[config.mk]
export PLATFORM = sky130hd
export DESIGN_NAME = cacheAccessCtrl
export DESIGN_NICKNAME = d
export VERILOG_FILES = /design/src/rtl/cacheAccessCtrlPkg.sv /design/src/rtl/cacheAccessDatapath.sv /design/src/rtl/cacheAccessCtrlFsm.sv /design/src/rtl/cacheAccessCtrl.sv
export SDC_FILE = /design/constraint.sdc
export NUM_CORES = 1
export LEC_CHECK = 0
export ABC_AREA = 1
export CAP_MARGIN = 40
export CORE_MARGIN = 4
export CORE_UTILIZATION = 69
export CTS_CLUSTER_SIZE = 40
export DETAILED_ROUTE_END_ITERATION = 6
export DONT_BUFFER_PORTS = 1
export MAX_ROUTING_LAYER = met4
export PLACE_DENSITY = 0.83
export SLEW_MARGIN = 20
export SYNTH_ARGS = -nofsm -noshare
export SYNTH_HDL_FRONTEND = slang
export SYNTH_SLANG_ARGS = --single-unit
[constraint.sdc]
create_clock -name clk -period 4.1 [get_ports clk]
set_input_delay 0.205 -clock clk [delete_from_list [all_inputs] [get_ports clk]]
set_output_delay 0.205 -clock clk [all_outputs]
set_load 0.05 [all_outputs]
[src/rtl/cacheAccessCtrlPkg.sv]
package cacheAccessCtrlPkg;

  typedef enum logic [2:0] {
    ST_IDLE,
    ST_CHECK,
    ST_SEQFAST,
    ST_STARTEXT,
    ST_XLATE,
    ST_FILL,
    ST_SINGLE
  } ctrlState_e;

  // control -> datapath
  typedef struct packed {
    logic latchReq;   // capture the request that goes external
    logic recordReq;  // note the line of the request completing now
    logic recordLat;  // note the line of the filled request
    logic clearLast;  // forget the remembered line
    logic beatClr;    // restart beat counting
    logic beatAdv;    // one beat acknowledged
    logic critSet;    // requested word has been delivered
    logic fillWrite;  // write the current beat into the data RAM
  } dpStrobe_t;

  // datapath -> control
  typedef struct packed {
    logic sameLine;
    logic latWrite;
    logic latCacheable;
    logic beatLast;
    logic beatIsCrit;
    logic critDone;
  } dpStatus_t;

endpackage

[src/rtl/cacheAccessDatapath.sv]
module cacheAccessDatapath
  import cacheAccessCtrlPkg::*;
#(
  parameter int ADDR_W     = 32,
  parameter int LINE_WORDS = 4,
  parameter int WORD_BYTES = 4
) (
  input  logic                  clk,
  input  logic                  rstN,
  input  logic [ADDR_W-1:0]     reqAddr,
  input  logic                  reqWrite,
  input  logic                  reqCacheable,
  input  dpStrobe_t             strobe,
  output dpStatus_t             status,
  output logic [ADDR_W-1:0]     busAddr,
  output logic [LINE_WORDS-1:0] fillWe
);

  localparam int OFF_W    = $clog2(WORD_BYTES);
  localparam int IDX_W    = $clog2(LINE_WORDS);
  localparam int LINE_LSB = OFF_W + IDX_W;
  localparam int TAG_W    = ADDR_W - LINE_LSB;

  logic [ADDR_W-1:0] latAddr;
  logic              latWrite;
  logic              latCacheable;
  logic [TAG_W-1:0]  lastLine;
  logic              lastValid;
  logic [IDX_W-1:0]  beatCnt;
  logic              critDone;

  always_ff @(posedge clk) begin
    if (!rstN) begin
      latAddr      <= '0;
      latWrite     <= 1'b0;
      latCacheable <= 1'b0;
    end else if (strobe.latchReq) begin
      latAddr      <= reqAddr;
      latWrite     <= reqWrite;
      latCacheable <= reqCacheable;
    end
  end

  always_ff @(posedge clk) begin
    if (!rstN) begin
      lastLine  <= '0;
      lastValid <= 1'b0;
    end else if (strobe.recordReq) begin
      lastLine  <= reqAddr[ADDR_W-1:LINE_LSB];
      lastValid <= 1'b1;
    end else if (strobe.recordLat) begin
      lastLine  <= latAddr[ADDR_W-1:LINE_LSB];
      lastValid <= 1'b1;
    end else if (strobe.clearLast) begin
      lastValid <= 1'b0;
    end
  end

  always_ff @(posedge clk) begin
    if (!rstN) begin
      beatCnt  <= '0;
      critDone <= 1'b0;
    end else if (strobe.beatClr) begin
      beatCnt  <= '0;
      critDone <= 1'b0;
    end else begin
      if (strobe.beatAdv) beatCnt <= beatCnt + 1'b1;
      if (strobe.critSet) critDone <= 1'b1;
    end
  end

  always_comb begin
    status.sameLine     = lastValid && (reqAddr[ADDR_W-1:LINE_LSB] == lastLine);
    status.latWrite     = latWrite;
    status.latCacheable = latCacheable;
    status.beatLast     = (beatCnt == IDX_W'(LINE_WORDS - 1));
    status.beatIsCrit   = (beatCnt == latAddr[LINE_LSB-1:OFF_W]);
    status.critDone     = critDone;
  end

  // line fills start at the line base, single transfers at the word itself
  assign busAddr = (latCacheable && !latWrite)
                   ? {latAddr[ADDR_W-1:LINE_LSB], {LINE_LSB{1'b0}}}
                   : latAddr;

  for (genvar w = 0; w < LINE_WORDS; w++) begin : g_fillWe
    assign fillWe[w] = strobe.fillWrite && (beatCnt == IDX_W'(w));
  end

endmodule

[src/rtl/cacheAccessCtrlFsm.sv]
module cacheAccessCtrlFsm
  import cacheAccessCtrlPkg::*;
#(
  parameter int LINE_WORDS = 4
) (
  input  logic                             clk,
  input  logic                             rstN,
  input  logic                             reqValid,
  input  logic                             reqWrite,
  input  logic                             reqSeq,
  input  logic                             reqBufferable,
  input  logic                             reqCacheable,
  input  logic                             tagHit,
  input  logic                             mmuFault,
  input  logic                             xlatReady,
  input  logic                             busAck,
  input  dpStatus_t                        status,
  output dpStrobe_t                        strobe,
  output logic                             tagCheckEn,
  output logic                             mmuEn,
  output logic                             busReq,
  output logic [$clog2(LINE_WORDS):0]      busLen,
  output logic                             busWrite,
  output logic                             cpuWait,
  output logic                             abortPulse
);

  localparam int LEN_W = $clog2(LINE_WORDS) + 1;

  ctrlState_e state, stateNext;

  logic ready;
  logic fastOk;
  logic servedNow;

  always_ff @(posedge clk) begin
    if (!rstN) state <= ST_CHECK;
    else       state <= stateNext;
  end

  assign ready     = (state == ST_IDLE) || (state == ST_CHECK) || (state == ST_SEQFAST);
  assign fastOk    = reqSeq && status.sameLine && (!reqWrite || reqBufferable);
  assign servedNow = reqWrite ? reqBufferable : (reqCacheable && tagHit);

  always_comb begin
    stateNext  = state;
    strobe     = '0;
    tagCheckEn = 1'b0;
    mmuEn      = 1'b0;
    busReq     = 1'b0;
    busLen     = LEN_W'(1);
    busWrite   = 1'b0;
    cpuWait    = 1'b0;
    abortPulse = 1'b0;

    if (ready) begin
      if (!reqValid) begin
        stateNext = ST_IDLE;
      end else if (fastOk) begin
        stateNext = ST_SEQFAST;
      end else begin
        tagCheckEn = 1'b1;
        mmuEn      = 1'b1;
        if (mmuFault) begin
          abortPulse       = 1'b1;
          strobe.clearLast = 1'b1;
          stateNext        = ST_CHECK;
        end else if (servedNow) begin
          if (reqCacheable) strobe.recordReq = 1'b1;
          else              strobe.clearLast = 1'b1;
          stateNext = ST_CHECK;
        end else begin
          cpuWait         = 1'b1;
          strobe.latchReq = 1'b1;
          stateNext       = ST_STARTEXT;
        end
      end
    end else begin
      unique case (state)
        ST_STARTEXT: begin
          cpuWait        = 1'b1;
          strobe.beatClr = 1'b1;
          if (status.latCacheable && !status.latWrite)
            stateNext = xlatReady ? ST_FILL : ST_XLATE;
          else
            stateNext = ST_SINGLE;
        end
        ST_XLATE: begin
          cpuWait = 1'b1;
          mmuEn   = 1'b1;
          if (xlatReady) stateNext = ST_FILL;
        end
        ST_SINGLE: begin
          busReq   = 1'b1;
          busLen   = LEN_W'(1);
          busWrite = status.latWrite;
          cpuWait  = !busAck;
          if (busAck) begin
            strobe.clearLast = 1'b1;
            stateNext        = ST_CHECK;
          end
        end
        ST_FILL: begin
          busReq  = 1'b1;
          busLen  = LEN_W'(LINE_WORDS);
          cpuWait = status.critDone ? reqValid : !(busAck && status.beatIsCrit);
          if (busAck) begin
            strobe.fillWrite = 1'b1;
            strobe.beatAdv   = 1'b1;
            if (status.beatIsCrit) strobe.critSet = 1'b1;
            if (status.beatLast) begin
              strobe.recordLat = 1'b1;
              stateNext        = ST_CHECK;
            end
          end
        end
        default: stateNext = ST_CHECK;
      endcase
    end
  end

endmodule

[src/rtl/cacheAccessCtrl.sv]
module cacheAccessCtrl
  import cacheAccessCtrlPkg::*;
#(
  parameter int ADDR_W     = 32,
  parameter int LINE_WORDS = 4,
  parameter int WORD_BYTES = 4
) (
  input  logic                        clk,
  input  logic                        rstN,
  input  logic                        reqValid,
  input  logic [ADDR_W-1:0]           reqAddr,
  input  logic                        reqWrite,
  input  logic                        reqSeq,
  input  logic                        reqBufferable,
  input  logic                        reqCacheable,
  input  logic                        tagHit,
  input  logic                        mmuFault,
  input  logic                        xlatReady,
  input  logic                        busAck,
  output logic                        tagCheckEn,
  output logic                        mmuEn,
  output logic                        busReq,
  output logic [ADDR_W-1:0]           busAddr,
  output logic [$clog2(LINE_WORDS):0] busLen,
  output logic                        busWrite,
  output logic [LINE_WORDS-1:0]       fillWe,
  output logic                        cpuWait,
  output logic                        abortPulse
);

  dpStrobe_t strobe;
  dpStatus_t status;

  cacheAccessCtrlFsm #(
    .LINE_WORDS(LINE_WORDS)
  ) u_fsm (
    .clk          (clk),
    .rstN         (rstN),
    .reqValid     (reqValid),
    .reqWrite     (reqWrite),
    .reqSeq       (reqSeq),
    .reqBufferable(reqBufferable),
    .reqCacheable (reqCacheable),
    .tagHit       (tagHit),
    .mmuFault     (mmuFault),
    .xlatReady    (xlatReady),
    .busAck       (busAck),
    .status       (status),
    .strobe       (strobe),
    .tagCheckEn   (tagCheckEn),
    .mmuEn        (mmuEn),
    .busReq       (busReq),
    .busLen       (busLen),
    .busWrite     (busWrite),
    .cpuWait      (cpuWait),
    .abortPulse   (abortPulse)
  );

  cacheAccessDatapath #(
    .ADDR_W    (ADDR_W),
    .LINE_WORDS(LINE_WORDS),
    .WORD_BYTES(WORD_BYTES)
  ) u_dp (
    .clk         (clk),
    .rstN        (rstN),
    .reqAddr     (reqAddr),
    .reqWrite    (reqWrite),
    .reqCacheable(reqCacheable),
    .strobe      (strobe),
    .status      (status),
    .busAddr     (busAddr),
    .fillWe      (fillWe)
  );

endmodule

# ---- Word-level counts from Yosys, hierarchy flattened
# Index checks and enable logic that the tools add are counted.
dict set report op_classes {
  n_bitwise 1
  muxes 64
  n_eq_ne 15
  n_reduce_logical 25
  n_addsub 1
}
# cell n
set op_table {}
lappend op_table {{two-way mux 28 bit} 2}
lappend op_table {{two-way mux 1 bit} 40}
lappend op_table {{two-way mux 3 bit} 13}
lappend op_table {{== test 28 bit} 1}
lappend op_table {{!= test 3 x 2 -> 1 bit, second input constant} 4}
lappend op_table {{case mux 3 bit (4 select lines)} 1}
lappend op_table {{logical AND 1 bit} 10}
lappend op_table {{two-way mux 2 bit} 5}
lappend op_table {{== test 3 bit, second input constant} 3}
lappend op_table {{two-way mux 4 bit} 2}
lappend op_table {{== test 3 x 2 -> 1 bit, second input constant} 2}
lappend op_table {{OR reduction 2 bit} 3}
lappend op_table {{== test 2 bit, second input constant} 2}
lappend op_table {{logical NOT 1 bit} 4}
lappend op_table {{AND reduction 4 bit} 1}
lappend op_table {{== test 3 x 1 -> 1 bit, second input constant} 1}
lappend op_table {{logical NOT 3 bit} 1}
lappend op_table {{logical OR 1 bit} 3}
lappend op_table {{case mux 1 bit (3 select lines)} 1}
lappend op_table {{nonzero test 3 bit} 1}
lappend op_table {{adder 2 x 1 -> 2 bit, second input constant} 1}
lappend op_table {{== test 2 x 1 -> 1 bit, second input constant} 1}
lappend op_table {{== test 2 bit} 1}
lappend op_table {{logical NOT 2 bit} 1}
lappend op_table {{other kinds (2)} 2}
dict set report word_totals {
  reg_bits 69
  output_inout_bits 45
}

# ---- Longest topological paths before layout
# Gate-level depths: netlist (run 1).
dict set report depth {
  depth_word 10
  depth_mapped 15
}

# ---- Hierarchy
# Synthesis (run 1) repeated with hierarchy kept, for this count alone.
dict set report unflattened {
  cells_unflattened 551
  hier_area_um2 3920.0
}
# mod area_each_um2 n_inst cells_per_inst
set by_module_without_submodules {}
lappend by_module_without_submodules {cacheAccessDatapath 3478.3 1 476}
lappend by_module_without_submodules {cacheAccessCtrlFsm 441.7 1 75}

# ---- Worst setup path after synthesis (run 1)
# Ideal clock, no wire load.
dict set report synth_timing {
  path_kind {flip-flop to output port}
  from {register u_fsm.state[2]}
  to {output port fillWe[0]}
  t_arrival_ps 2172
  required_time_ps 3895
  stages_incl_launch_ff 7
  setup_slack_ps 1723
  cell_sequence {dfxtp_1 -> inv_2 -> nor3_4 -> inv_2 -> nor2_1 -> inv_1 -> nor2_1}
}
dict set report synth_between {
  elab_chain_cells 5
  elab_cells_between_ends 9
  cone_classes {eq/ne (3); mux (2); reduce/logical (4)}
}
# element line
set synth_lines {}
lappend synth_lines {{start: declaration} cacheAccessCtrlFsm.sv:30} ;# ctrlState_e state, stateNext;
lappend synth_lines {{start signal: assignment} cacheAccessCtrlFsm.sv:38} ;# else state <= stateNext;
lappend synth_lines {{== test 3 x 1 -> 1 bit / logical NOT 3 bit (equally long branches)} cacheAccessCtrlFsm.sv:41} ;# assign ready = (state == ST_IDLE) || (state == ST_CHECK) || (state == ST_SEQFAST);
lappend synth_lines {{logical OR 1 bit (2 in a row)} cacheAccessCtrlFsm.sv:41}
lappend synth_lines {{two-way mux 4 bit *} cacheAccessCtrlFsm.sv:56} ;# if (ready) begin
lappend synth_lines {{logical AND 1 bit *} cacheAccessDatapath.sv:87} ;# assign fillWe[w] = strobe.fillWrite && (beatCnt == IDX_W'(w));
lappend synth_lines {{end: declaration} cacheAccessCtrl.sv:26} ;# output logic [LINE_WORDS-1:0] fillWe,
# Mark *: on every way between the ends. The rest lies on a longest branch, timed or not.

# ---- Worst setup path in the final report (run 1)
dict set report layout_timing {
  from {register u_dp.lastLine[27]}
  to {register u_dp.latAddr[17]}
}
dict set report layout_between {
  elab_chain_cells 7
}
# element line
set layout_lines {}
lappend layout_lines {{start: declaration} cacheAccessDatapath.sv:27} ;# logic [TAG_W-1:0] lastLine;
lappend layout_lines {{start signal: assignment} cacheAccessDatapath.sv:49} ;# lastLine <= reqAddr[ADDR_W-1:LINE_LSB];
lappend layout_lines {{start signal: assignment} cacheAccessDatapath.sv:52} ;# lastLine <= latAddr[ADDR_W-1:LINE_LSB];
lappend layout_lines {{== test 28 bit} cacheAccessDatapath.sv:73} ;# status.sameLine = lastValid && (reqAddr[ADDR_W-1:LINE_LSB] == lastLine);
lappend layout_lines {{logical AND 1 bit} cacheAccessDatapath.sv:73}
lappend layout_lines {{logical AND 1 bit (2 in a row)} cacheAccessCtrlFsm.sv:42} ;# assign fastOk = reqSeq && status.sameLine && (!reqWrite || reqBufferable);
lappend layout_lines {{two-way mux 2 bit} cacheAccessCtrlFsm.sv:59} ;# end else if (fastOk) begin
lappend layout_lines {{two-way mux 2 bit} cacheAccessCtrlFsm.sv:57} ;# if (!reqValid) begin
lappend layout_lines {{two-way mux 2 bit} cacheAccessCtrlFsm.sv:56}
lappend layout_lines {{end signal: assignment} cacheAccessDatapath.sv:38} ;# latAddr <= reqAddr;
lappend layout_lines {{end: declaration} cacheAccessDatapath.sv:24} ;# logic [ADDR_W-1:0] latAddr;
# No other way between the ends.
# A chain may end at the register's enable or synchronous reset.

==> results.json, run 1 <==
{
  "synth-edff-count": 0,
  "synth_top_cells_by_count": "138 x nand2_1, 97 x nor2_1, 69 x dfxtp_1",
  "cp.arrival_ns": 3.30,
  "syn_area_sq_um": 4140,
  "max_freq_mhz": 330.9,
  "viasPerCell": 5.652,
  "synth.net_count": 652,
  "powerDensity_nw_per_um2": 437.5,
  "synth-main-ff-cell": "dfxtp_1",
  "synthCells": 605,
  "fin_nets": 629,
  "rows": 27,
  "grt_usage_pct": 29.94,
  "skew_ns": 0.008765,
  "slew_headroom_pct": 40.83,
  "final-instance-count-excl-fill": 658,
  "worstHoldPathCells": 2,
  "fp.dieH_um": 85.46,
  "synth_area_leaders": "dfxtp_1 33%, nand2_1 13%, nor2_1 8.8%, buf_4 5.6%, inv_1 4.9%",
  "power_uw": 1873,
  "end_kind": "flop",
  "period_share_pct": 73.71,
  "synth_cell_types": 30,
  "avgSynthCellArea_sq_um": 6.843,
  "synth-seq-cells": 69,
  "crit_required_ns": 4.38,
  "worstRegToRegCells": 10,
  "async_flop_share_pct": 0,
  "period_needed_ns": 3.022,
  "overflow": 0,
  "min_path_type": "input port to flop",
  "nFillCells": 443,
  "grt_pass1_wl_um": 17020,
  "r2r_setup_slack_ns": 1.08,
  "cts_sinks": 69,
  "cts_max_level": 3,
  "worst_pin_slew_ns": 0.8844,
  "p_leak_uw": 0.001860,
  "ant_nets": 0,
  "cts_tree": "yes",
  "antenna_cells": 0,
  "cp-start-kind": "flop",
  "pre_cts_slack_ns": 1.290,
  "finalHoldViolCount": 0,
  "rsz0062_at_grt": "no",
  "setup_viol": 0,
  "clock_path_buffers": 2,
  "dr.pass1.iters": 5,
  "slew_viol_final": 0,
  "yosysMostFrequentCell": "nand2_1",
  "drc": 0,
  "drtIter0Drc": 256,
  "pin_count": 88,
  "worstSkewPairLatency_ns": 0.34,
  "layout_setup_ws_ns": 1.078,
  "grt_max_degree": 35,
  "port_buffers": 0,
  "routedWlPerCell_um": 15.87,
  "netlist.area_leader.share_pct": 33.36,
  "die_w_um": 85.46,
  "fp.coreArea_sq_um": 5675,
  "hold_path_startpoint": "reqAddr[6]",
  "seq_area_frac_synth_pct": 33.36,
  "synth_warnings": 0,
  "syn_to_final_growth_pct": 3.415,
  "peakVddDrop_v": 0.0002939,
  "dpl.hpwl_um": 6660,
  "yosys.area.top_type": "dfxtp_1",
  "critPathKind": "flop to flop",
  "cts_made_buffers": 9,
  "maxCapViolCount": 0,
  "postCtsSetupBuffers": 0,
  "clk_pin_slew_ns": 0.08,
  "vias": 3719,
  "reg2reg_from": "u_dp.lastLine[27]$_SDFFE_PN0P_",
  "totalNegativeSetupSlack_ns": 0,
  "seqCellArea_sq_um": 1381,
  "worstPathMaxFanout": 34,
  "multi_input_area_sq_um": 2130,
  "antenna_found_initial": 0,
  "place_inst": 623,
  "die-area_sq_um": 7303,
  "outcome": "completed",
  "clockRootBuffer": "clkbuf_8",
  "r2r_end": "u_dp.latAddr[17]$_SDFFE_PN0P_",
  "drive_gt1_share_pct": 13.48,
  "grt_pass1_vias": 3554,
  "hold-path-endpoint": "u_dp.latAddr[6]$_SDFFE_PN0P_",
  "start_util_pct": 72.95,
  "gp_congestion": 0.8687,
  "wl_um": 10440
}
per-stage QoR:
step | hold WS, ns | cell area, sq um | util [%]
after floorplan | 0.3399 | 4140 | -
after global placement | 0.3118 | 3884 | 68.43
after detailed placement | 0.3083 | 3906 | 68.83
after CTS | 0.0001514 | 4245 | 74.80
after global routing | 0.003731 | 4282 | 75.44
final | 0.006679 | 4282 | 75.44
cell usage in the layout (no fill, tap or decap), types with 2 or more instances in the layout:
master and count:
nand2_1 138, nor2_1 96, dfxtp_1 69, inv_1 54, o21ai_0 37, nand4_1 31, nand3_2 19, a21oi_2 18
xnor2_1 17, dlygate4sd3_1 17, nand3_1 15, a21oi_1 14, buf_4 10, clkbuf_8 9, inv_2 6, o21ai_1 6
clkinv_2 5, xor2_1 4, ha_1 4, nor2_2 3, nor2_4 2, nand2_2 2
cell families after synthesis:
logic type,after synthesis,share of synthesized area [%]
and+or+nand+nor,309,34.39
buffers and inverters,123,15.26
AOI/OAI and AO/OA,78,11.24
adders and majority gates,4,1.209
xor gates and xnor gates,21,4.442
DFF,69,33.36
other,1,0.09057
how the worst max path moves through the flow:
stage / slack, ns / from / end
after floorplan: 1.72 / u_fsm.state[2]$_SDFFE_PN0P_ / fillWe[0]
after CTS: 0.91 / u_fsm.state[1]$_SDFFE_PN0P_ / u_dp.latAddr[17]$_SDFFE_PN0P_
after global routing: 0.81 / u_dp.lastLine[7]$_SDFFE_PN0P_ / u_dp.latAddr[17]$_SDFFE_PN0P_
final: 1.08 / u_dp.lastLine[27]$_SDFFE_PN0P_ / u_dp.latAddr[17]$_SDFFE_PN0P_
after detailed placement: 1.29 / u_fsm.state[2]$_SDFFE_PN0P_ / u_dp.lastLine[14]$_SDFFE_PN0P_
after global placement: 1.34 / u_fsm.state[2]$_SDFFE_PN0P_ / u_dp.lastValid$_SDFFE_PN0P_
sequential cells by signal, indices dropped and copies added, names as in the netlist:
| signal | count |
|---|---|
| u_dp.beatCnt | 2 |
| u_dp.critDone | 1 |
| u_dp.lastLine | 28 |
| u_dp.lastValid | 1 |
| u_dp.latAddr | 32 |
| u_dp.latCacheable | 1 |
| u_dp.latWrite | 1 |
| u_fsm.state | 3 |
final cells by class:
type	instances	area share, %
Multi-Input combinational cell	413	49.74
Inverter	60	5.260
Clock inverter	6	1.286
Clock buffer	9	2.893
Tap cell	72	2.104
Sequential cell	69	32.26
Timing Repair Buffer	29	6.458
critical path, cell delays in order (launching register included):
cell,delay [ns]
dfxtp_1,0.36
xor2_1,0.19
nor2_1,0.10
nand3_1,0.07
nor2_1,0.05
nand2_2,0.51
nand2_2,0.19
nor2_4,0.59
o21ai_0,0.16
nor2_1,0.14
dlygate4sd3_1,0.58
report_power, final:
| part | leakage (uW) | internal, uW | switching, uW | total [uW] |
|---|---|---|---|---|
| Clock | 0.0000984 | 272 | 255 | 528 |
| Sequential | 0.000562 | 732 | 150 | 883 |
| Combinational | 0.00120 | 132 | 331 | 463 |
| Total | 0.00186 | 1140 | 737 | 1870 |
timing repair:
item / in CTS / in global routing
hold buffers: 16 / 1
gates resized for setup: 0 / 0
endpoints found under the hold margin: 24 / 1
per-layer routing:
layer / vias to the layer above / global-route usage (%) / wire length [um]
met5: - / - / 0
met4: 0 / 11.94 / 227
met3: 20 / 5.534 / 741
met2: 148 / 48.94 / 5058
met1: 1709 / 36.33 / 4415
li1: 1842 / - / -
Note: power is estimated with default switching activity, not from simulation.
==> run 2: changes to the inputs <==
--- a/config.mk
+++ b/config.mk
@@ -8,12 +8,12 @@
 export ABC_AREA = 1
 export CAP_MARGIN = 40
 export CORE_MARGIN = 4
-export CORE_UTILIZATION = 69
+export CORE_UTILIZATION = 58
 export CTS_CLUSTER_SIZE = 40
 export DETAILED_ROUTE_END_ITERATION = 6
 export DONT_BUFFER_PORTS = 1
 export MAX_ROUTING_LAYER = met4
-export PLACE_DENSITY = 0.83
+export PLACE_DENSITY = 0.74
 export SLEW_MARGIN = 20
 export SYNTH_ARGS = -nofsm -noshare
 export SYNTH_HDL_FRONTEND = slang
==> constraint.sdc (replaced) <==
create_clock -name clk -period 2.5 [get_ports clk]
set_input_delay 0.125 -clock clk [delete_from_list [all_inputs] [get_ports clk]]
set_output_delay 0.125 -clock clk [all_outputs]
set_load 0.05 [all_outputs]
==> run 2 against run 1 <==
Sequential power rose by 64%. Clock power rose by 56%. Critical path type is now flop to output port. Combinational power rose by 73%. Largest power group unchanged.
==> results.json, run 2 (same netlist as run 1, synthesis figures left out) <==
{
  "drive_gt1_share_pct": 13.87,
  "grt_pass1_wl_um": 17270,
  "slowest_delay_ns": 0.33,
  "routedWlPerCell_um": 14.75,
  "period_share_pct": 91.77,
  "worstHoldPathCells": 3,
  "hold-path-endpoint": "u_fsm.state[1]$_SDFFE_PN0P_",
  "port_buffers": 0,
  "drtIter0Drc": 189,
  "largest_reg_flops": 32,
  "clk_pin_slew_ns": 0.07,
  "cp-start-kind": "flop",
  "gp_congestion": 0.8976,
  "rows": 30,
  "grt_max_degree": 36,
  "final_util_pct": 66.28,
  "worstRegToRegCells": 7,
  "dpl.hpwl_um": 6953,
  "die-area_sq_um": 8554,
  "layout_common_cells": "138 x nand2_1, 96 x nor2_1, 69 x dfxtp_1, 54 x inv_1, 37 x o21ai_0",
  "cp_num_buf_inv": 1,
  "layout_commonest_cell": "nand2_1",
  "cts_sinks": 69,
  "dr.pass1.iters": 4,
  "outcome": "completed",
  "pin_count": 88,
  "worstPathMaxFanout": 11,
  "skew_ns": 0.005734,
  "worst_pin_slew_ns": 0.8771,
  "syn_to_final_growth_pct": 9.973,
  "hold_path_startpoint": "busAck",
  "end_kind": "output port",
  "postCtsSetupBuffers": 0,
  "crit_family": "simple AND/OR/NAND/NOR gates",
  "period_needed_ns": 2.294,
  "r2r_end": "u_dp.lastLine[17]$_SDFFE_PN0P_",
  "reg_top3": "u_dp.latAddr (32), u_dp.lastLine (28), u_fsm.state (3)",
  "grt_pass1_vias": 3614,
  "maxCapViolCount": 0,
  "crit_required_ns": 2.38,
  "vias": 3836,
  "finalHoldViolCount": 0,
  "viasPerCell": 5.410,
  "place_inst": 657,
  "cts_tree": "yes",
  "max_freq_mhz": 435.9,
  "slew_viol_final": 0,
  "clock_path_buffers": 2,
  "powerDensity_nw_per_um2": 675.4,
  "antenna_cells": 0,
  "worstPathCellList": "xnor2_1 -> nand2_1 -> nor2_1 -> nand2_1 -> nor2_1 -> nand2_2 -> nand4_2 -> o2111ai_1 -> buf_4",
  "power_uw": 3075,
  "fp.coreArea_sq_um": 6869,
  "final-instance-count-excl-fill": 709,
  "worstSkewPairLatency_ns": 0.35,
  "slew_headroom_pct": 41.31,
  "die_w_um": 92.49,
  "setup_viol": 0,
  "grt_usage_pct": 25.76,
  "min_path_type": "input port to flop",
  "p_leak_uw": 0.001966,
  "r2r_setup_slack_ns": 0.48,
  "totalNegativeSetupSlack_ns": 0,
  "start_util_pct": 60.27,
  "cp.arrival_ns": 2.17,
  "antenna_found_initial": 0,
  "drc": 0,
  "peakVddDrop_v": 0.0004103,
  "cts_made_buffers": 9,
  "overflow": 0,
  "whs_ns": 0.03630,
  "critPathKind": "flop to output port",
  "fin_nets": 655,
  "wl_um": 10460,
  "fp.dieH_um": 92.49,
  "rsz0062_at_grt": "no",
  "ant_nets": 0,
  "slowest_stage": "dfxtp_1",
  "clockRootBuffer": "clkbuf_8",
  "top_register": "u_dp.latAddr",
  "cts_max_level": 3,
  "reg2reg_from": "u_fsm.state[2]$_SDFFE_PN0P_"
}
run 2: repair_timing:
action | CTS | global route
endpoints found under the setup margin | 0 | 1
endpoints found under the hold margin | 35 | 0
resized for setup | 0 | 1
hold buffers | 35 | 0
run 2: power by group:
group | internal, uW | total (uW) | leakage, uW | switching (uW)
clock | 415 | 822 | 0.0000877 | 407
sequential | 1200 | 1450 | 0.000562 | 249
combinational | 253 | 803 | 0.00132 | 550
total | 1870 | 3070 | 0.00197 | 1210
run 2: routing by layer:
layer,track usage [%],share of wire [%],vias to the layer above
met1,30.73,41,1766
met4,11.51,3.0,0
li1,-,-,1893
met3,5.686,8.2,24
met5,-,0,-
met2,41.69,48,153
run 2: worst max path at each step:
| stage | depth (start not counted) | endpoint | startpoint |
|---|---|---|---|
| floorplan | 6 | fillWe[0] | u_fsm.state[2]$_SDFFE_PN0P_ |
| global route | 9 | cpuWait | u_dp.lastLine[20]$_SDFFE_PN0P_ |
| CTS | 6 | cpuWait | u_fsm.state[1]$_SDFFE_PN0P_ |
| global placement | 7 | u_dp.lastLine[17]$_SDFFE_PN0P_ | u_fsm.state[2]$_SDFFE_PN0P_ |
| detailed placement | 7 | u_dp.latAddr[6]$_SDFFE_PN0P_ | u_fsm.state[1]$_SDFFE_PN0P_ |
| finish | 9 | cpuWait | u_dp.lastLine[20]$_SDFFE_PN0P_ |
run 2: layout make-up:
type                    instances  area (sq um)
flip-flops and latches         69          1381
well taps                      96         120.1
repair buffers                 55         520.5
fillers                       600          2316
clock inverters                 1         5.005
inverters                      60         225.2
multi-input cells             413          2135
clock buffers                  15         166.4
run 2: tightest hold or removal path, stage by stage:
cell and delay, ns:
nor2_1 0.04, inv_1 0.07, a31oi_1 0.09
run 2: per-stage QoR:
step | setup slack, ns | cell area [sq um]
after floorplan | 0.2031 | 4140
after global placement | 0.5167 | 4024
after detailed placement | 0.4180 | 4024
after CTS | 0.1667 | 4546
after global routing | 0.02253 | 4553
final | 0.2058 | 4553
==> run 3: changes to the inputs <==
--- a/config.mk
+++ b/config.mk
@@ -8,12 +8,12 @@
 export ABC_AREA = 1
 export CAP_MARGIN = 40
 export CORE_MARGIN = 4
-export CORE_UTILIZATION = 58
+export CORE_UTILIZATION = 55
 export CTS_CLUSTER_SIZE = 40
 export DETAILED_ROUTE_END_ITERATION = 6
 export DONT_BUFFER_PORTS = 1
 export MAX_ROUTING_LAYER = met4
-export PLACE_DENSITY = 0.74
+export PLACE_DENSITY = 0.71
 export SLEW_MARGIN = 20
 export SYNTH_ARGS = -nofsm -noshare
 export SYNTH_HDL_FRONTEND = slang
==> run 3 against run 2 <==
Fmax is 7.5% higher. Non-clock buffer count is 2 higher. Via count is 0.65% lower. Cell count is 0.56% higher. Worst hold slack worse by 0.017 ns. Combinational power hardly changed. Critical path depth is 2 lower. Wire length is 2.3% higher. Clock power is 4.7% lower. Sequential share of layout area is 0.075 points higher. Flip-flop and latch count stayed put. Largest cell class unchanged. Highest routed layer unchanged.
==> results.json, run 3 (same netlist as run 1, synthesis figures left out) <==
{
  "cts_sinks": 69,
  "vias": 3811,
  "cts_max_level": 3,
  "worstPathMaxFanout": 32,
  "place_inst": 663,
  "largest_reg_flops": 32,
  "skew_ns": 0.008774,
  "clockRootBuffer": "clkbuf_8",
  "p_sw_uw": 1208,
  "drc": 0,
  "cts_resized": 0,
  "fin_nets": 657,
  "period_share_pct": 85.38,
  "layout_commonest_cell": "nand2_1",
  "grt_max_degree": 36,
  "p_int_uw": 1831,
  "cts_made_buffers": 9,
  "drtIter0Drc": 187,
  "reg_top3": "u_dp.latAddr (32), u_dp.lastLine (28), u_fsm.state (3)",
  "clk_pin_slew_ns": 0.07,
  "fin_area_sq_um": 4542,
  "setup_viol": 0,
  "antenna_cells": 0,
  "pre_cts_slack_ns": 0.5082,
  "cp-start-kind": "flop",
  "die-area_sq_um": 8979,
  "critPathKind": "flop to output port",
  "dpl.hpwl_um": 7133,
  "final-instance-count-excl-fill": 713,
  "cts_tree": "yes",
  "overflow": 0,
  "min_path_type": "input port to flop",
  "crit_required_ns": 2.38,
  "p_comb_share_pct": 26.5,
  "fp.dieH_um": 94.76,
  "layout_setup_ws_ns": 0.3655,
  "powerDensity_nw_per_um2": 669.1,
  "whs_ns": 0.01943,
  "slew_headroom_pct": 52.20,
  "clock_path_buffers": 2,
  "peakVddDrop_v": 0.0004434,
  "drive_gt1_share_pct": 14.17,
  "antenna_found_initial": 0,
  "layout_common_cells": "138 x nand2_1, 96 x nor2_1, 69 x dfxtp_1, 54 x inv_1, 37 x o21ai_0",
  "cp.arrival_ns": 2.01,
  "p_sw_share_pct": 39.74,
  "grt_pass1_vias": 3688,
  "finalHoldViolCount": 0,
  "p_clk_share_pct": 25.8,
  "end_kind": "output port",
  "max_freq_mhz": 468.5,
  "power_frac_seq_pct": 47.7,
  "totalNegativeSetupSlack_ns": 0,
  "top_register": "u_dp.latAddr",
  "viasPerCell": 5.345,
  "start_util_pct": 56.78,
  "port_buffers": 0,
  "outcome": "completed",
  "grt_usage_pct": 24.92,
  "rows": 31,
  "ant_nets": 0,
  "pin_count": 88,
  "period_needed_ns": 2.135,
  "maxCapViolCount": 0,
  "worstSkewPairLatency_ns": 0.34,
  "die_w_um": 94.76,
  "dr.pass1.iters": 4,
  "routedWlPerCell_um": 15.01,
  "worst_pin_slew_ns": 0.7153,
  "gp_congestion": 0.8573,
  "wl_um": 10700,
  "fp.coreArea_sq_um": 7292,
  "placed_cell_area_sq_um": 4038,
  "syn_to_final_growth_pct": 9.701,
  "rsz0062_at_grt": "no",
  "slew_viol_final": 0,
  "p_leak_uw": 0.001967,
  "grt_pass1_wl_um": 17340
}
==> run 3: critical path, stage by stage (launching register included) <==
cell and delay (ns):
dfxtp_1 0.38, nand2_1 0.15, nand2_1 0.09, nor2_2 0.12, buf_4 0.39, nand4_2 0.18, o2111ai_1 0.12, buf_4 0.24
==> run 3: area by class of cell <==
cell class	count	area (sq um)
clock inverters	2	10.01
well taps	99	123.9
repair buffers	57	523.0
flip-flops and latches	69	1381
multi-input cells	413	2130
inverters	60	225.2
fillers	678	2750
clock buffers	13	148.9
==> run 3: metrics by stage <==
step	util, %	total power (uW)
2_1_floorplan	-	2112
3_3_place_gp	54.96	2181
6_report	62.29	3039
5_1_grt	62.29	3178
3_5_place_dp	55.37	2218
4_1_cts	62.35	3040
==> run 3: routing by layer <==
layer  vias to the layer above  wire [um]  track usage (%)
met5                         -          0                -
met4                         0        246            8.774
met3                        25        610            6.295
met2                       113       5246            41.51
met1                      1780       4596            29.09
li1                       1893          -                -
==> run 3: path summary, 6_finish.rpt <==
check	startpoint	end	slack, ns	depth (start not counted)
worst max-delay path	u_fsm.state[1]$_SDFFE_PN0P_	cpuWait	0.37	7
worst min-delay path	busAck	u_fsm.state[1]$_SDFFE_PN0P_	0.02	3
worst max register to register	u_fsm.state[2]$_SDFFE_PN0P_	u_dp.lastLine[16]$_SDFFE_PN0P_	0.43	7
worst min register to register	u_dp.critDone$_SDFFE_PP0P_	u_dp.critDone$_SDFFE_PP0P_	0.48	2
==> run 3: power groups by stage <==
stage               logic [uW]  registers [uW]  clock network, uW
floorplan                  824            1290                  0
global placement           716            1470                  0
detailed placement         745            1470                  0
CTS                        799            1450                793
global route               878            1460                839
finish                     806            1450                783
==> run 3: timing repair <==
item	CTS	global route
hold buffers	35	0
buffers inserted	0	0
endpoints found under the hold margin	35	0
